$ cat config.mk
export PLATFORM = sky130hd
export DESIGN_NAME = sweep_cfg_regs
export DESIGN_NICKNAME = d
export VERILOG_FILES = /design/src/rtl/sweep_cfg_pkg.sv /design/src/rtl/sweep_cfg_decode.sv /design/src/rtl/sweep_cfg_pair.sv /design/src/rtl/sweep_cfg_regs.sv
export SDC_FILE = /design/constraint.sdc
export NUM_CORES = 1
export LEC_CHECK = 0
export BUFFER_PORTS_ARGS = -buffer_cell sky130_fd_sc_hd__buf_2
export CAP_MARGIN = 20
export CORE_ASPECT_RATIO = 1.4
export CORE_MARGIN = 10
export CORE_UTILIZATION = 55
export CTS_CLUSTER_DIAMETER = 150
export DETAILED_ROUTE_END_ITERATION = 8
export PLACE_DENSITY = 0.84
export SYNTH_ARGS = -nofsm -noshare
export SYNTH_HDL_FRONTEND = slang
export SYNTH_HIERARCHICAL = 1
export SYNTH_SLANG_ARGS = --single-unit
$ cat constraint.sdc
create_clock -name clk -period 2.27 [get_ports clk]
set_clock_uncertainty 0.15 [all_clocks]
set_input_delay 0.1135 -clock clk [delete_from_list [all_inputs] [get_ports clk]]
set_output_delay 0.1135 -clock clk [all_outputs]
set_load 0.01 [all_outputs]
$ cat src/rtl/sweep_cfg_pkg.sv
package sweep_cfg_pkg;

    // Destination picked by the address field of a command.
    typedef enum logic [2:0] {
        TGT_NONE,
        TGT_CTRL,
        TGT_COUNT,
        TGT_INTV,
        TGT_WIDE
    } tgt_e;

    // Decoded command: destination, which 24-bit register, which half.
    typedef struct packed {
        tgt_e tgt;
        logic wide_sel;   // 0 = step, 1 = start
        logic hi_half;    // 1 = upper 12 bits
    } dec_t;

endpackage

$ cat src/rtl/sweep_cfg_decode.sv
module sweep_cfg_decode
    import sweep_cfg_pkg::*;
#(
    parameter int ADDR_W = 4
) (
    input  logic              valid,
    input  logic [ADDR_W-1:0] addr,
    output dec_t              dec
);

    always_comb begin
        dec = '{tgt: TGT_NONE, wide_sel: 1'b0, hi_half: 1'b0};
        if (valid) begin
            if (addr[ADDR_W-1 -: 2] == 2'b01) begin
                dec.tgt = TGT_INTV;
            end else begin
                case (addr)
                    4'b0000: dec.tgt = TGT_CTRL;
                    4'b0001: dec.tgt = TGT_COUNT;
                    4'b0010,
                    4'b0011: begin
                        dec.tgt      = TGT_WIDE;
                        dec.wide_sel = 1'b0;
                        dec.hi_half  = addr[0];
                    end
                    4'b1100,
                    4'b1101: begin
                        dec.tgt      = TGT_WIDE;
                        dec.wide_sel = 1'b1;
                        dec.hi_half  = addr[0];
                    end
                    default: dec.tgt = TGT_NONE;
                endcase
            end
        end
    end

endmodule

$ cat src/rtl/sweep_cfg_pair.sv
module sweep_cfg_pair #(
    parameter int HALF_W = 12,
    localparam int FULL_W = 2 * HALF_W
) (
    input  logic              clk,
    input  logic              rst_n,
    input  logic              wr_en,
    input  logic              hi_sel,
    input  logic              two_write,
    input  logic              clr_pend,
    input  logic [HALF_W-1:0] din,
    output logic [FULL_W-1:0] value
);

    typedef struct packed {
        logic [FULL_W-1:0] val;
        logic [HALF_W-1:0] shadow;
        logic              pend;
    } pair_t;

    pair_t s_d, s_q;

    always_comb begin
        s_d = s_q;
        if (clr_pend) begin
            s_d.pend = 1'b0;
        end
        if (wr_en) begin
            if (!two_write) begin
                if (hi_sel) s_d.val[FULL_W-1 -: HALF_W] = din;
                else        s_d.val[HALF_W-1:0]         = din;
            end else if (!hi_sel) begin
                s_d.shadow = din;
                s_d.pend   = 1'b1;
            end else begin
                s_d.val  = {din, (s_q.pend ? s_q.shadow : s_q.val[HALF_W-1:0])};
                s_d.pend = 1'b0;
            end
        end
    end

    always_ff @(posedge clk or negedge rst_n) begin
        if (!rst_n) s_q <= '0;
        else        s_q <= s_d;
    end

    assign value = s_q.val;

endmodule

$ cat src/rtl/sweep_cfg_regs.sv
module sweep_cfg_regs
    import sweep_cfg_pkg::*;
#(
    parameter int CMD_W = 16,
    parameter int ADDR_W = 4,
    parameter logic [CMD_W-ADDR_W-1:0] CTRL_RST = 12'h0D3,
    parameter int MODE_BIT = 11,
    localparam int PAY_W = CMD_W - ADDR_W,
    localparam int INTV_W = CMD_W - 2,
    localparam int WIDE_W = 2 * PAY_W,
    localparam int N_WIDE = 2
) (
    input  logic              clk,
    input  logic              rst_n,
    input  logic              cmd_valid,
    input  logic [CMD_W-1:0]  cmd_word,
    output logic [PAY_W-1:0]  ctrl_word,
    output logic [PAY_W-1:0]  incr_count,
    output logic [INTV_W-1:0] intv_val,
    output logic [WIDE_W-1:0] step_val,
    output logic [WIDE_W-1:0] start_val
);

    typedef struct packed {
        logic [PAY_W-1:0]  ctrl;
        logic [PAY_W-1:0]  count;
        logic [INTV_W-1:0] intv;
    } regs_t;

    regs_t r_d, r_q;
    dec_t  dec;
    logic  [WIDE_W-1:0] wide_val [N_WIDE];

    sweep_cfg_decode #(.ADDR_W(ADDR_W)) u_dec (
        .valid (cmd_valid),
        .addr  (cmd_word[CMD_W-1 -: ADDR_W]),
        .dec   (dec)
    );

    always_comb begin
        r_d = r_q;
        case (dec.tgt)
            TGT_CTRL:  r_d.ctrl  = cmd_word[PAY_W-1:0];
            TGT_COUNT: r_d.count = cmd_word[PAY_W-1:0];
            TGT_INTV:  r_d.intv  = cmd_word[INTV_W-1:0];
            default:   ;
        endcase
    end

    always_ff @(posedge clk or negedge rst_n) begin
        if (!rst_n) r_q <= '{ctrl: CTRL_RST, count: '0, intv: '0};
        else        r_q <= r_d;
    end

    for (genvar g = 0; g < N_WIDE; g++) begin : g_wide
        sweep_cfg_pair #(.HALF_W(PAY_W)) u_pair (
            .clk       (clk),
            .rst_n     (rst_n),
            .wr_en     (dec.tgt == TGT_WIDE && dec.wide_sel == 1'(g)),
            .hi_sel    (dec.hi_half),
            .two_write (r_q.ctrl[MODE_BIT]),
            .clr_pend  (dec.tgt == TGT_CTRL),
            .din       (cmd_word[PAY_W-1:0]),
            .value     (wide_val[g])
        );
    end

    assign ctrl_word  = r_q.ctrl;
    assign incr_count = r_q.count;
    assign intv_val   = r_q.intv;
    assign step_val   = wide_val[0];
    assign start_val  = wide_val[1];

endmodule

* Word-level counts from Yosys, hierarchy flattened
Cells that the tools add are included. W data, S select, Z words.
Storage, ports and cells: output and inout bits 86, logic and storage cells 59, register bits after elaboration 112, input port bits 19
Operators by class: reductions and logical operators 12, bitwise operators 2, equal/unequal tests 14, mux-type cells 20
Operators with widths (count):
- $mux W24 | 4
- $mux W12 | 4
- $pmux W3 S3 | 1
- $eq A4 B2 Y1 const B | 2
- $eq A4 B4 Y1 const B | 2
- $reduce_and A4 Y1 | 2
- $mux W1 | 7
- $eq A3 B2 Y1 const B | 2
- $ne A2 B1 Y1 const B | 3
- $reduce_and A3 Y1 | 2
- $mux W5 | 1
- $eq A4 B1 Y1 const B | 1
- $logic_not A4 Y1 | 1
- $pmux W2 S2 | 1
- $reduce_and A2 Y1 | 2
- $reduce_or A2 Y1 | 2
- $reduce_or A4 Y1 | 1
- $eq A3 B1 Y1 const B | 1
- $eq A3 B3 Y1 const B | 1
- $mux W3 | 1
- $eq A2 B1 Y1 const B | 1
- $logic_and A1 B1 Y1 | 2
- $mux W2 | 1
- $ne A2 B2 Y1 const B | 1
- $not A1 Y1 | 2

* Logic depth before layout (Yosys ltp)
depth after elaboration 9, depth in mapped cells 8, depth with buffers taken out 6

* By module
The synthesis kept the hierarchy.
Modules (own cells, without submodules):
- sweep_cfg_pair | instances 2, seq. area each 925.9 µm², area each 1795.5 µm², cells an instance 137
- sweep_cfg_regs | instances 1, seq. area each 957.2 µm², area each 1458.9 µm², cells an instance 84
- sweep_cfg_decode | instances 1, seq. area each 0.0 µm², area each 75.1 µm², cells an instance 12

* Worst setup path after synthesis
Ideal clock, no wire load.
path type input to register, from input cmd_word[15], to register g_wide[1].u_pair/s_q[10] in the netlist's numbering, path slack -170 ps, library setup time 125 ps, stages on the path 8, arrival 2165 ps, data required time 1995 ps, path buffers 2, path through or3b_1 > a21boi_1 > nor4bb_1 > nand2_1 > or2_1 > buf_2 > buf_6 > mux2_4
RTL lines:
- from (decl) | RTL line sweep_cfg_regs.sv:16 | input logic [CMD_W-1:0] cmd_word,
- to (signal assigned) | RTL line sweep_cfg_pair.sv:43 | if (!rst_n) s_q <= '0;
- to (signal assigned) | RTL line sweep_cfg_pair.sv:44 | else s_q <= s_d;
- to (decl) | RTL line sweep_cfg_pair.sv:21 | pair_t s_d, s_q;

==> results.rst <==
.. list-table::
   :header-rows: 1

   * - Metric
     - Value
   * - Maximum clock frequency
     - around 490 MHz
   * - Crit. End Element
     - register
   * - Share of the core filled with cells in the final layout
     - 0.652
   * - LEAKAGE
     - roughly 3.1 nW
   * - Max_cap viols
     - 0
   * - Post-synthesis cell type with the largest combined area
     - dfrtp_1
   * - Total clock buffers created by CTS
     - 9
   * - Number of setup buffers added after CTS
     - 0
   * - Commonest cells in the synthesized netlist
     - dfrtp_1, mux2_2, buf_4, mux2i_1, nand3_1
   * - Gate family responsible for the most delay along the worst path
     - simple AND/OR/NAND/NOR gates
   * - Count of boundary I/O pins
     - 105
   * - Critical path startpoint category
     - input port
   * - Unique masters post-synth
     - 28
   * - Fin crit period
     - 2.03 ns
   * - Critical R2R Launch
     - ctrl_word[11]$_DFFE_PN0N_
   * - Number of antenna violations at the first check in global routing
     - 0
   * - Wire length of the first global-routing pass
     - 18200 µm
   * - Fin worst setup slack
     - 0.239 ns
   * - Start point of the critical path
     - cmd_word[15]
   * - Area enclosed by the die boundary
     - 13600 µm²
   * - Layout Nets
     - 468
   * - Capture endpoint of the worst hold path
     - g_wide[0].u_pair/s_q[8]$_DFFE_PN0P_
   * - Status
     - completed
   * - Count of antenna-violating nets left after detailed routing
     - 0
   * - Final Hold Vio Count
     - 0
   * - Vias per std cell
     - 5.55
   * - Number of global-route vias before repair
     - 3414
   * - Worst reg2reg endpoint
     - g_wide[0].u_pair/s_q[11]$_DFFE_PN0P_
   * - Fraction of the yosys area taken by sequential cells
     - 0.548
   * - Syn avg cell area
     - 13.9 µm²
   * - Post-cts gate resize count
     - 0
   * - Placer's final routability congestion estimate
     - 0.815
   * - Largest net degree at the start of global routing
     - 53
   * - Via Count
     - 3111
   * - Most used DFF post-synth
     - dfrtp_1
   * - Number of remaining DRC errors
     - 0
   * - Detailed-placement wirelength estimate
     - 8270 µm
   * - Number of instances on the worst hold path
     - 2
   * - Synth Net Count
     - 389
   * - Clock insertion delay at the later pin of the skew report
     - approximately 0.35 ns
   * - Areal power density over the cells
     - 924 nW/µm²
   * - #FFs+latches synth
     - between 100 and 150
   * - Number of buffers and inverters on the critical path
     - 2
   * - PortBufs
     - about 100
   * - R2R depth
     - 4
   * - Setup repair after global routing missed its margin
     - no
   * - Beginning of the worst hold path
     - cmd_word[7]
   * - Critical path's slowest cell
     - or3b_1
   * - Worst slack, placed
     - -0.111 ns
   * - # setup viols final
     - 0
   * - Total wire length after detailed routing
     - approximately 11000 µm
   * - Initial Util
     - 0.564
   * - Total core area
     - 9080 µm²
   * - Die W
     - slightly above 100 µm
   * - Final global-route overflow total
     - 0
   * - Top cell type's share of synthesized area
     - 0.522
   * - Share of post-route cells with drive strength above 1
     - 0.581
   * - Syn-to-layout area delta
     - 15.5%
   * - Worst-path clk slew
     - roughly 0.070 ns
   * - Critical path type
     - input port to register
   * - CP Cell Sequence
     - buf_2 -> or3b_1 -> a21boi_2 -> nor4b_2 -> nand2_1 -> or2_1 -> buf_12 -> mux2_4
   * - Routed length per placed instance
     - 20.2 µm
   * - Crit path max fanout
     - 12
   * - Clock tree from TritonCTS
     - built
   * - Peak VDD IR
     - about 630 µV
   * - Clk Tree Root Cell
     - clkbuf_16
   * - Cell count after synthesis
     - 370
   * - Worst-margin pin slew
     - 0.594 ns
   * - Maximum level of the CTS H-tree
     - 3
   * - Worst min path class
     - input port to register
   * - Async set-or-reset flop fraction in the synthesized netlist
     - 1.00
   * - Number of warnings printed during yosys synthesis
     - 6
   * - Gr usage total
     - 0.171
   * - Worst-case headroom to the max-slew limit
     - 0.604
   * - Data required time at the worst endpoint
     - 2.36 ns
   * - Number of enable-type register cells in the synthesized netlist
     - 0
   * - Die Ht
     - approximately 130 µm
   * - Top post-synthesis cells by area
     - dfrtp_1, mux2_2, buf_4
   * - Dominant cell by count in the synthesized netlist
     - dfrtp_1
   * - Final cycle utilization of the critical path
     - 0.894
   * - Clk sink count
     - 112
   * - Fill cell total of the finished layout
     - 663
   * - Delay contributed by the slowest stage of the critical path
     - 0.42 ns
   * - Antenna diode instance count
     - 0
   * - Arrival time at the worst endpoint
     - 2.12 ns
   * - Standard-cell row count
     - a little over 40
   * - Number of buffers on the longest clock path
     - 2
   * - Mapped cell area
     - 5120 µm²
   * - Pre-Repair DR Iteration Count
     - 4
   * - Iteration-0 DRC count of the detailed router
     - 109
   * - Slew Limit Fails
     - 0
   * - Register-to-register setup slack
     - around 0.40 ns
-- metrics by stage --
step	power, mW	instance area, µm²	hold slack, ns	TNS (ns)	cells
2_1_floorplan	3.61	5150	-0.332	0	370
3_3_place_gp	3.94	5570	-0.00935	-0.0244	539
3_5_place_dp	4.01	5570	0.00522	-2.62	539
4_1_cts	5.52	5920	0.00255	0	561
5_1_grt	5.74	5920	0.00372	0	561
6_report	5.47	5920	0.0174	0	561
-- worst max path at each step --
stage	endpoint	depth (start not counted)
floorplan	g_wide[1].u_pair/s_q[10]$_DFFE_PN0P_	8
global placement	g_wide[1].u_pair/s_q[8]$_DFFE_PN0P_	8
detailed placement	g_wide[0].u_pair/s_q[11]$_DFFE_PN0P_	8
CTS	g_wide[0].u_pair/s_q[9]$_DFFE_PN0P_	8
global route	g_wide[0].u_pair/value[3]$_DFFE_PN0P_	7
finish	g_wide[0].u_pair/s_q[11]$_DFFE_PN0P_	8
-- layer usage --
layer	wire, µm	track usage
met5	0	0
met4	310	0.0845
met3	626	0.0473
met2	5990	0.304
met1	4390	0.179
-- cell usage in the layout, fill, tap and decap left out, types with 2 or more instances in the layout --
cell type	synthesis	layout
a21oi_1	3	3
and2_4	2	2
buf_12	0	6
buf_2	6	103
buf_4	51	20
clkbuf_1	4	2
clkbuf_16	0	9
dfrtp_1	107	107
dfstp_2	5	5
dlygate4sd3_1	0	6
mux2_2	68	68
mux2_4	18	18
mux2i_1	24	24
nand2_1	7	7
nand2b_1	2	2
nand3_1	24	24
nand3b_1	4	4
nand4_1	2	2
nor3b_2	2	2
o21ai_0	4	4
o21ai_2	20	20
or2_1	2	2
or3b_4	2	2
-- flip-flops by register name (all words and copies together), names as in the netlist --
name	count
g_wide.u_pair/value	48
g_wide.u_pair/s_q	26
intv_val	14
ctrl_word	12
incr_count	12
-- cells by family after synthesis --
kind of cell	share of synthesized area
flops	0.548
mux	0.249
buf+inv	0.0974
simple gates	0.0630
compound gates	0.0425
-- where the power goes --
group | switching (mW) | total (mW) | leakage, nW | internal, mW
clock network | 0.712 | 1.50 | 0.135 | 0.790
logic | 0.642 | 1.31 | 1.48 | 0.671
registers | 0.235 | 2.65 | 1.44 | 2.42
total | 1.59 | 5.47 | 3.06 | 3.88
-- cell type report --
type,instances,area (µm²),share of cell area
well taps,107,134,0.0226
flip-flops and latches,112,2810,0.475
multi-input cells,190,1840,0.311
clock inverters,4,36.3,0.00613
inverters,1,3.75,0.000634
repair buffers,135,846,0.143
clock buffers,12,246,0.0417
-- timing repair --
| action | CTS | global route |
|---|---|---|
| endpoints found under the setup margin | 0 | 0 |
| endpoints found under the hold margin | 62 | 0 |
| hold buffers | 6 | 0 |
No activity file was read; power rests on OpenSTA's default activity.
